`config.mk`:
```
export PLATFORM = sky130hd
export DESIGN_NAME = tick_prescaler
export DESIGN_NICKNAME = d
export VERILOG_FILES = /design/src/rtl/prescaler_pkg.sv /design/src/rtl/prescaler_base_cnt.sv /design/src/rtl/prescaler_pow2_tap.sv /design/src/rtl/prescaler_mod_stage.sv /design/src/rtl/tick_prescaler.sv
export SDC_FILE = /design/constraint.sdc
export NUM_CORES = 1
export LEC_CHECK = 0
export ABC_AREA = 0
export BUFFER_PORTS_ARGS = -buffer_cell sky130_fd_sc_hd__buf_4
export CAP_MARGIN = 20
export CELL_PAD_IN_SITES_DETAIL_PLACEMENT = 0
export CELL_PAD_IN_SITES_GLOBAL_PLACEMENT = 1
export CORE_UTILIZATION = 29
export DETAILED_ROUTE_END_ITERATION = 8
export PLACE_DENSITY_LB_ADDON = 0.05
export SETUP_SLACK_MARGIN = 0.15
export SLEW_MARGIN = 30
export SYNTH_ARGS = -nofsm -noshare
export SYNTH_HDL_FRONTEND = slang
export SYNTH_SLANG_ARGS = --single-unit
```
`constraint.sdc`:
```
create_clock -name clk -period 2.3 [get_ports clk]
set_clock_uncertainty 0.1 [all_clocks]
set_input_delay 0.115 -clock clk [delete_from_list [all_inputs] [get_ports clk]]
set_output_delay 0.115 -clock clk [all_outputs]
set_load 0.02 [all_outputs]
```
`src/rtl/prescaler_pkg.sv`:
```
// Shared widths and types for the tick prescaler.
// Assumes: base counter width is a power of two wide enough for the largest exponent.
package prescaler_pkg;
    localparam int CNT_W     = 16;              // shared counter width
    localparam int EXP_W     = $clog2(CNT_W);   // exponent field width (0..CNT_W-1)
    localparam int DIV_W     = 8;               // modulus field width for output 3
    localparam int NUM_TICKS = 4;               // number of tick outputs
    localparam int NUM_POW   = NUM_TICKS - 1;   // outputs that are pure power-of-two

    typedef logic [CNT_W-1:0] cnt_t;
    typedef logic [EXP_W-1:0] exp_t;
    typedef logic [DIV_W-1:0] div_t;
endpackage

```
`src/rtl/prescaler_base_cnt.sv`:
```
// Free-running shared counter that every power-of-two stage taps.
// Assumes: en low means idle; counting always restarts from zero.
module prescaler_base_cnt
    import prescaler_pkg::*;
(
    input  logic clk,
    input  logic rst_n,
    input  logic en,
    output cnt_t cnt
);

    // Advance by one per enabled cycle, hold at zero otherwise.
    always_ff @(posedge clk) begin
        if (!rst_n || !en) begin
            cnt <= '0;
        end else begin
            cnt <= cnt + CNT_W'(1);
        end
    end

endmodule

```
`src/rtl/prescaler_pow2_tap.sv`:
```
// Power-of-two tap: flags the cycle in which the low k bits of the shared
// counter are all ones (they roll over to zero on the next edge).
// The exponent in use is re-latched only at period_end, or while idle, so a
// change never shortens the period in progress.
// Assumes: period_end comes from the owner and marks the end of a full period.
module prescaler_pow2_tap
    import prescaler_pkg::*;
(
    input  logic clk,
    input  logic rst_n,
    input  logic en,
    input  exp_t exp_req,
    input  cnt_t cnt,
    input  logic period_end,
    output logic hit
);

    exp_t exp_act;
    cnt_t low_mask;

    // Latch the requested exponent while idle or when a period closes.
    always_ff @(posedge clk) begin
        if (!rst_n) begin
            exp_act <= '0;
        end else if (!en || period_end) begin
            exp_act <= exp_req;
        end
    end

    // Build a mask of the low exp_act bits.
    always_comb begin
        for (int b = 0; b < CNT_W; b++) begin
            low_mask[b] = (b < int'(exp_act));
        end
    end

    // Rollover detect on the masked counter bits.
    always_comb begin
        hit = en && ((cnt & low_mask) == low_mask);
    end

endmodule

```
`src/rtl/prescaler_mod_stage.sv`:
```
// Modulus divider for output 3: counts power-of-two hits and closes a
// period on every N-th one; N = 0 stands for 2^DIV_W.
// Assumes: hit is already gated by en.
module prescaler_mod_stage
    import prescaler_pkg::*;
(
    input  logic clk,
    input  logic rst_n,
    input  logic en,
    input  logic hit,
    input  div_t div_req,
    output logic period_end
);

    div_t hit_cnt;
    div_t n_act;
    div_t last_idx;

    // Index of the final hit in a period; 0 - 1 wraps to give N = 256.
    always_comb begin
        last_idx   = n_act - DIV_W'(1);
        period_end = hit && (hit_cnt == last_idx);
    end

    // Count hits; reload modulus when idle or at the end of a period.
    always_ff @(posedge clk) begin
        if (!rst_n) begin
            hit_cnt <= '0;
            n_act   <= '0;
        end else if (!en || period_end) begin
            hit_cnt <= '0;
            n_act   <= div_req;
        end else if (hit) begin
            hit_cnt <= hit_cnt + DIV_W'(1);
        end
    end

endmodule

```
`src/rtl/tick_prescaler.sv`:
```
// Four-output count-enable prescaler. Outputs 0..NUM_POW-1 are power-of-two
// divisions of clk; the last output cascades a modulus stage behind its own
// power-of-two tap. All outputs are registered one-cycle pulses.
// Assumes: a single clock domain; consumers use tick_en as clock enables.
module tick_prescaler
    import prescaler_pkg::*;
(
    input  logic                 clk,
    input  logic                 rst_n,
    input  logic                 en,
    input  logic [EXP_W-1:0]     pow_sel0,
    input  logic [EXP_W-1:0]     pow_sel1,
    input  logic [EXP_W-1:0]     pow_sel2,
    input  logic [EXP_W-1:0]     pow_sel3,
    input  logic [DIV_W-1:0]     frac_div,
    output logic [NUM_TICKS-1:0] tick_en
);

    cnt_t                 base_cnt;
    exp_t                 sel_vec [NUM_TICKS];
    logic [NUM_TICKS-1:0] hit;
    logic [NUM_TICKS-1:0] period_end;

    // Gather the exponent fields into an indexable array.
    always_comb begin
        sel_vec[0] = pow_sel0;
        sel_vec[1] = pow_sel1;
        sel_vec[2] = pow_sel2;
        sel_vec[3] = pow_sel3;
    end

    prescaler_base_cnt i_base (
        .clk   (clk),
        .rst_n (rst_n),
        .en    (en),
        .cnt   (base_cnt)
    );

    for (genvar g = 0; g < NUM_TICKS; g++) begin : g_out
        prescaler_pow2_tap i_tap (
            .clk        (clk),
            .rst_n      (rst_n),
            .en         (en),
            .exp_req    (sel_vec[g]),
            .cnt        (base_cnt),
            .period_end (period_end[g]),
            .hit        (hit[g])
        );

        if (g < NUM_POW) begin : g_plain
            assign period_end[g] = hit[g];
        end else begin : g_frac
            prescaler_mod_stage i_mod (
                .clk        (clk),
                .rst_n      (rst_n),
                .en         (en),
                .hit        (hit[g]),
                .div_req    (frac_div),
                .period_end (period_end[g])
            );
        end
    end

    // Register the period ends as one-cycle enables.
    always_ff @(posedge clk) begin
        if (!rst_n || !en) begin
            tick_en <= '0;
        end else begin
            tick_en <= period_end;
        end
    end

endmodule

```
=== After elaboration in Yosys (flattened, before gate mapping) ===
Index checks and enable logic that the tools add are counted.

* Word-level logic and storage cells: 94
* Register bits after elaboration: 52

* $lt $le $gt $ge: 60
* Equality and inequality tests: 5
* Bitwise operators: 5
* Reduce and logical (&&, ||, !) cells: 13
* $add $sub $neg: 3

{| class="wikitable"
|+ Operator list
! cell !! number
|-
| $lt A4 B4 Y1 const A || 28
|-
| $and A16 B15 Y16 || 4
|-
| $eq A16 B15 Y1 || 4
|-
| $lt A3 B4 Y1 const A || 16
|-
| $lt A1 B4 Y1 const A || 8
|-
| $lt A2 B4 Y1 const A || 8
|-
| $add A16 B1 Y16 const B || 1
|-
| $add A8 B1 Y8 const B || 1
|-
| $eq A8 B8 Y1 || 1
|-
| $sub A8 B1 Y8 const B || 1
|-
| $logic_and A1 B1 Y1 || 5
|-
| $logic_or A1 B1 Y1 || 5
|-
| $logic_not A1 Y1 || 2
|-
| $reduce_or A2 Y1 || 1
|-
| $not A1 Y1 || 1
|}

=== Logic depth before layout (Yosys ltp) ===
* Depth after elaboration: 7
* Depth in mapped cells: 10

=== Modules after synthesis ===
From an unflattened synthesis, not the netlist that was laid out.

* Cell total of the unflattened synthesis: 410
* Area, all modules: 3,279.4 um2

{| class="wikitable"
|+ Modules (own cells, without submodules)
! module !! cells an instance !! sequential area each (um2) !! area each (um2) !! times used
|-
| prescaler_pow2_tap || 44 || 80.1 || 314.1 || 4
|-
| prescaler_mod_stage || 145 || 320.3 || 1,194.9 || 1
|-
| prescaler_base_cnt || 81 || 320.3 || 723.2 || 1
|-
| tick_prescaler || 8 || 80.1 || 105.1 || 1
|}

=== Worst setup path after synthesis ===
Ideal clock, no wire load.

* Path type: flip-flop to flip-flop
* From: register g_out[3].g_frac.i_mod.n_act[0]
* To: register g_out[3].g_frac.i_mod.hit_cnt[3]
* Cell stages (with the launch flop): 11
* Data required time: 2,069 ps
* Arrival time: 1,829 ps
* Path buffers: 2
* Path slack: 240 ps
* Path through: dfxtp_1 > inv_1 > ha_1 > clkbuf_1 > o21bai_1 > a211oi_1 > o21bai_1 > and2_1 > buf_6 > o2111ai_1 > o211ai_1

* Longest elaborated chain between the ends: 5

{| class="wikitable"
|+ RTL lines
! item !! line !! RTL
|-
| start, declared || prescaler_mod_stage.sv:16 || <nowiki>div_t n_act;</nowiki>
|-
| start signal, assigned || prescaler_mod_stage.sv:32 || <nowiki>n_act <= div_req;</nowiki>
|-
| $sub A8 B1 Y8 || prescaler_mod_stage.sv:21 || <nowiki>last_idx = n_act - DIV_W'(1);</nowiki>
|-
| $eq A8 B8 Y1 || prescaler_mod_stage.sv:22 || <nowiki>period_end = hit && (hit_cnt == last_idx);</nowiki>
|-
| $logic_and A1 B1 Y1 || prescaler_mod_stage.sv:22 ||
|-
| $logic_or A1 B1 Y1 || prescaler_mod_stage.sv:30 || <nowiki>end else if (!en || period_end) begin</nowiki>
|-
| $reduce_or A2 Y1 (no line) || - ||
|-
| end signal, assigned || prescaler_mod_stage.sv:34 || <nowiki>hit_cnt <= hit_cnt + DIV_W'(1);</nowiki>
|-
| end, declared || prescaler_mod_stage.sv:15 || <nowiki>div_t hit_cnt;</nowiki>
|}

Every way passes these cells.
A chain may end at the register's enable or synchronous reset.

=== Worst setup path after layout ===
* From: register i_base.cnt[9]
* To: register g_out[2].i_tap.exp_act[3]

* Longest elaborated chain between the ends: 4

{| class="wikitable"
|+ RTL lines
! item !! line !! RTL
|-
| start, declared || prescaler_base_cnt.sv:9 || <nowiki>output cnt_t cnt</nowiki>
|-
| start signal, assigned || prescaler_base_cnt.sv:17 || <nowiki>cnt <= cnt + CNT_W'(1);</nowiki>
|-
| $and A16 B15 Y16 || prescaler_pow2_tap.sv:39 || <nowiki>hit = en && ((cnt & low_mask) == low_mask);</nowiki>
|-
| $eq A16 B15 Y1 || prescaler_pow2_tap.sv:39 ||
|-
| $logic_and A1 B1 Y1 || prescaler_pow2_tap.sv:39 ||
|-
| $logic_or A1 B1 Y1 || prescaler_pow2_tap.sv:25 || <nowiki>end else if (!en || period_end) begin</nowiki>
|-
| end signal, assigned || prescaler_pow2_tap.sv:26 || <nowiki>exp_act <= exp_req;</nowiki>
|-
| end, declared || prescaler_pow2_tap.sv:18 || <nowiki>exp_t exp_act;</nowiki>
|}

Every way passes these cells.

==> impl_metrics.toml <==
[outcome]
outcome = "completed"

[pwr]
seqPwrFrac = 0.474
netSwitchingPower_uw = 653
power_mw = 2.12
comb_power_share = 0.247
leakage_nw = 1.45
swShare = 0.308
peakVddDrop_uv = 250
intPower_mw = 1.47
power_density_nw_per_um2 = 520
power_frac_clock = 0.279

[final_layout]
diodes = 0
fillers = 1112
mostFrequentLayoutCells = "buf_4, nand2_1, dfxtp_1, nand3_1, nor2_1"
nNetsFinal = 483
multiInputGateArea_um2 = 2040
layout_commonest_cell = "buf_4"
regArea_um2 = 1030
drive_above_1_share = 0.218
area_growth_pct = 29.2

[worst_setup_path]
cp-start-kind = "flip-flop"
slowest_stage = "a2111oi_2"
critical_path.top_delay_family = "compound AO/OA/AOI/OAI gates"
crit_buf_inv = 0
cp-end-kind = "flip-flop"
critPathMaxFanout = 6
slowest_delay_ns = 0.60
r2r_cells = 5
critPathKind = "reg -> reg"
critPathArrivalTime_ns = 2.15
r2r_slack_ns = 0.24
r2r-start = "i_base.cnt[9]$_SDFF_PP0_"
worstPathRequired_ns = 2.40
path_cells = "and4_1, o21ai_0, a2111oi_2, o31ai_4, mux2i_1"
worstReg2RegEnd = "g_out[2].i_tap.exp_act[3]$_SDFFE_PN0P_"

[route]
routed_wl_mm = 9.82
routedWlPerCell_um = 16.6
ant_nets = 0
viasPerCell = 5.33
post-route-drc-count = 0
firstDrtPassIters = 4
vias = 3145
drtIter0Drc = 96

[floorplan]
coreArea_um2 = 10400
die_y_um = 106
die_w_um = 106
ios = 31
initial_core_util = 0.303
fp-row-count = 37
die-area_um2 = 11300

[yosys]
synth_top_family_by_area = "compound AO/OA/AOI/OAI gates"
yosys.area_share.simple = 0.259
syn_area_um2 = 3150
synth_ff_type = "dfxtp_1"
synth.avg_cell_area_um2 = 8.05
ys_ff_latch = 51
ys_async_sr_fraction = 0
synthMuxAreaShare = 0.0381
synth_compound_area_frac = 0.261
synth-xor-area-share = 0.0555
synth-adder-area-share = 0.0119
yosysWarnings = 0
synth_nets = 422
synth_edf_count = 0
syn_inst = 392
ys_types = 57
ys_seq_area_frac = 0.324

[global_routing]
met1_usage = 0.222
grt.overflow.total = 0
grt_pass1_wl_mm = 15.8
grt_usage = 0.178
grt.busiest_layer = "met2"
grt_max_degree = 39
gr-usage-met2 = 0.318
use_met3 = 0.0245
grt_pass1_vias = 3013
antenna_found_initial = 0

[sta]
max_freq_mhz = 486
period_share = 0.894
worstMarginPinSlew_ns = 0.544
slew_headroom = 0.636
hold_viol = 0
rsz0062_at_grt = "no"
setup_violations = 0
finalMaxSlewViolations = 0
setup_tns_ns = 0
min_period_ns = 2.06

[clock_tree]
clk_path_buf_depth = 2
h-tree-depth = 2
cts-root-buf = "clkbuf_8"
clkSinkCount = 51
tritoncts = "done"
clk_pin_slew_ns = 0.10
clkLatencyLatePin_ns = 0.30
cts_made_buffers = 5

[hold_path]
hold_path_class = "in -> reg"
hold_end = "g_out[3].i_tap.exp_act[1]$_SDFFE_PN0P_"
hold_depth = 3
min-delay-start = "pow_sel3[1]"

[place]
dp_hpwl_mm = 6.84
gp_congestion = 0.772
port_buffers = 30

[job]
cap_violations = 0
[logic make-up (layout without fill, tap and decap cells)]
kind of cell,count (synthesis),count (layout)
buf+inv,37,99
mux,12,12
simple gates,154,154
compound gates,115,115
fa+ha+maj,3,3
xor+xnor,20,20
flops,51,51
[cell usage after synthesis, types with 3 or more instances]
| cell type | n | area (µm²) |
|---|---|---|
| xor2_1 | 9 | 78.8 |
| o21ai_0 | 19 | 95.1 |
| ha_1 | 3 | 37.5 |
| xnor2_1 | 11 | 96.3 |
| inv_1 | 9 | 33.8 |
| nand4_1 | 5 | 31.3 |
| a21boi_1 | 3 | 22.5 |
| a32oi_1 | 12 | 105 |
| clkbuf_1 | 16 | 60.1 |
| and3_1 | 13 | 81.3 |
| mux2i_1 | 12 | 120 |
| buf_2 | 11 | 55.1 |
| o211ai_1 | 19 | 143 |
| nor3_1 | 5 | 25.0 |
| a21oi_1 | 13 | 65.1 |
| and4_1 | 3 | 26.3 |
| a31oi_1 | 3 | 18.8 |
| o21ai_1 | 14 | 70.1 |
| o2111ai_1 | 7 | 61.3 |
| dfxtp_1 | 51 | 1020 |
| nor2_1 | 23 | 86.3 |
| nand2_1 | 44 | 165 |
| o21bai_1 | 3 | 22.5 |
| and2_1 | 4 | 25.0 |
| or4_1 | 5 | 37.5 |
| nor2b_1 | 5 | 31.3 |
| nand3_1 | 25 | 125 |
| nand2b_1 | 8 | 50.1 |
[registers in the layout, summed over array words and instances, names as in the netlist]
| signal | count |
|---|---|
| g_out.i_tap.exp_act | 16 |
| g_out.g_frac.i_mod.n_act | 8 |
| tick_en | 4 |
| g_out.g_frac.i_mod.hit_cnt | 8 |
| i_base.cnt | 15 |
[area by class of cell]
type / count / share of cell area
Clock buffer: 8 / 0.0246
Multi-Input combinational cell: 304 / 0.500
Sequential cell: 51 / 0.254
Inverter: 9 / 0.00829
Tap cell: 136 / 0.0418
Timing Repair Buffer: 82 / 0.172
[metrics by stage]
step / utilization / std cells / hold WS, ns / instance area (µm²) / setup WS (ns)
final: 0.391 / 590 / 0.0166 / 4080 / 0.243
after global routing: 0.391 / 590 / 0.0249 / 4080 / 0.136
after CTS: 0.383 / 586 / 0.00000797 / 3990 / 0.183
after detailed placement: 0.349 / 555 / 0.276 / 3640 / 0.121
after global placement: 0.349 / 555 / 0.270 / 3640 / 0.145
after floorplan: - / 392 / 0.154 / 3150 / 0.240
[repair_timing]
item,CTS,global route
gates cloned,1,0
setup endpoints to repair,8,22
hold endpoints to repair,22,0
pin swaps,0,5
gates resized for setup,6,18
setup buffers,0,4
hold buffers,22,0
[power groups by stage]
stage | Sequential, mW | Clock, mW | Combinational [mW]
4_1_cts | 1.00 | 0.614 | 0.501
2_1_floorplan | 1.00 | 0 | 0.318
3_3_place_gp | 1.02 | 0 | 0.459
5_1_grt | 1.01 | 0.658 | 0.576
3_5_place_dp | 1.02 | 0 | 0.461
6_report | 1.00 | 0.591 | 0.523
[worst max-delay path by stage]
stage,start,endpoint,slack [ns],cells after the start
global route,g_out[3].g_frac.i_mod.n_act[1]$_SDFFE_PN0P_,g_out[3].g_frac.i_mod.hit_cnt[4]$_SDFFE_PP0P_,0.14,9
detailed placement,g_out[3].g_frac.i_mod.n_act[1]$_SDFFE_PN0P_,g_out[3].g_frac.i_mod.hit_cnt[6]$_SDFFE_PP0P_,0.12,9
floorplan,g_out[3].g_frac.i_mod.n_act[0]$_SDFFE_PN0P_,g_out[3].g_frac.i_mod.hit_cnt[3]$_SDFFE_PP0P_,0.24,10
finish,i_base.cnt[9]$_SDFF_PP0_,g_out[2].i_tap.exp_act[3]$_SDFFE_PN0P_,0.24,5
global placement,g_out[3].g_frac.i_mod.n_act[1]$_SDFFE_PN0P_,g_out[3].i_tap.exp_act[0]$_SDFFE_PN0P_,0.14,9
CTS,g_out[3].g_frac.i_mod.n_act[2]$_SDFFE_PN0P_,g_out[3].i_tap.exp_act[0]$_SDFFE_PN0P_,0.18,7
[per-layer routing]
metal / up-vias / routed length (µm) / part of all wire
li1: 1570 / - / -
met1: 1517 / 4450 / 0.45
met2: 50 / 4940 / 0.50
met3: 8 / 324 / 0.033
met4: 0 / 104 / 0.011
met5: - / 0 / 0
[worst register-to-register path, stage by stage, from the launching register on]
cell	delay, ns
dfxtp_1	0.44
and4_1	0.36
o21ai_0	0.16
a2111oi_2	0.60
o31ai_4	0.15
mux2i_1	0.14
No activity file was read; power rests on OpenSTA's default activity.
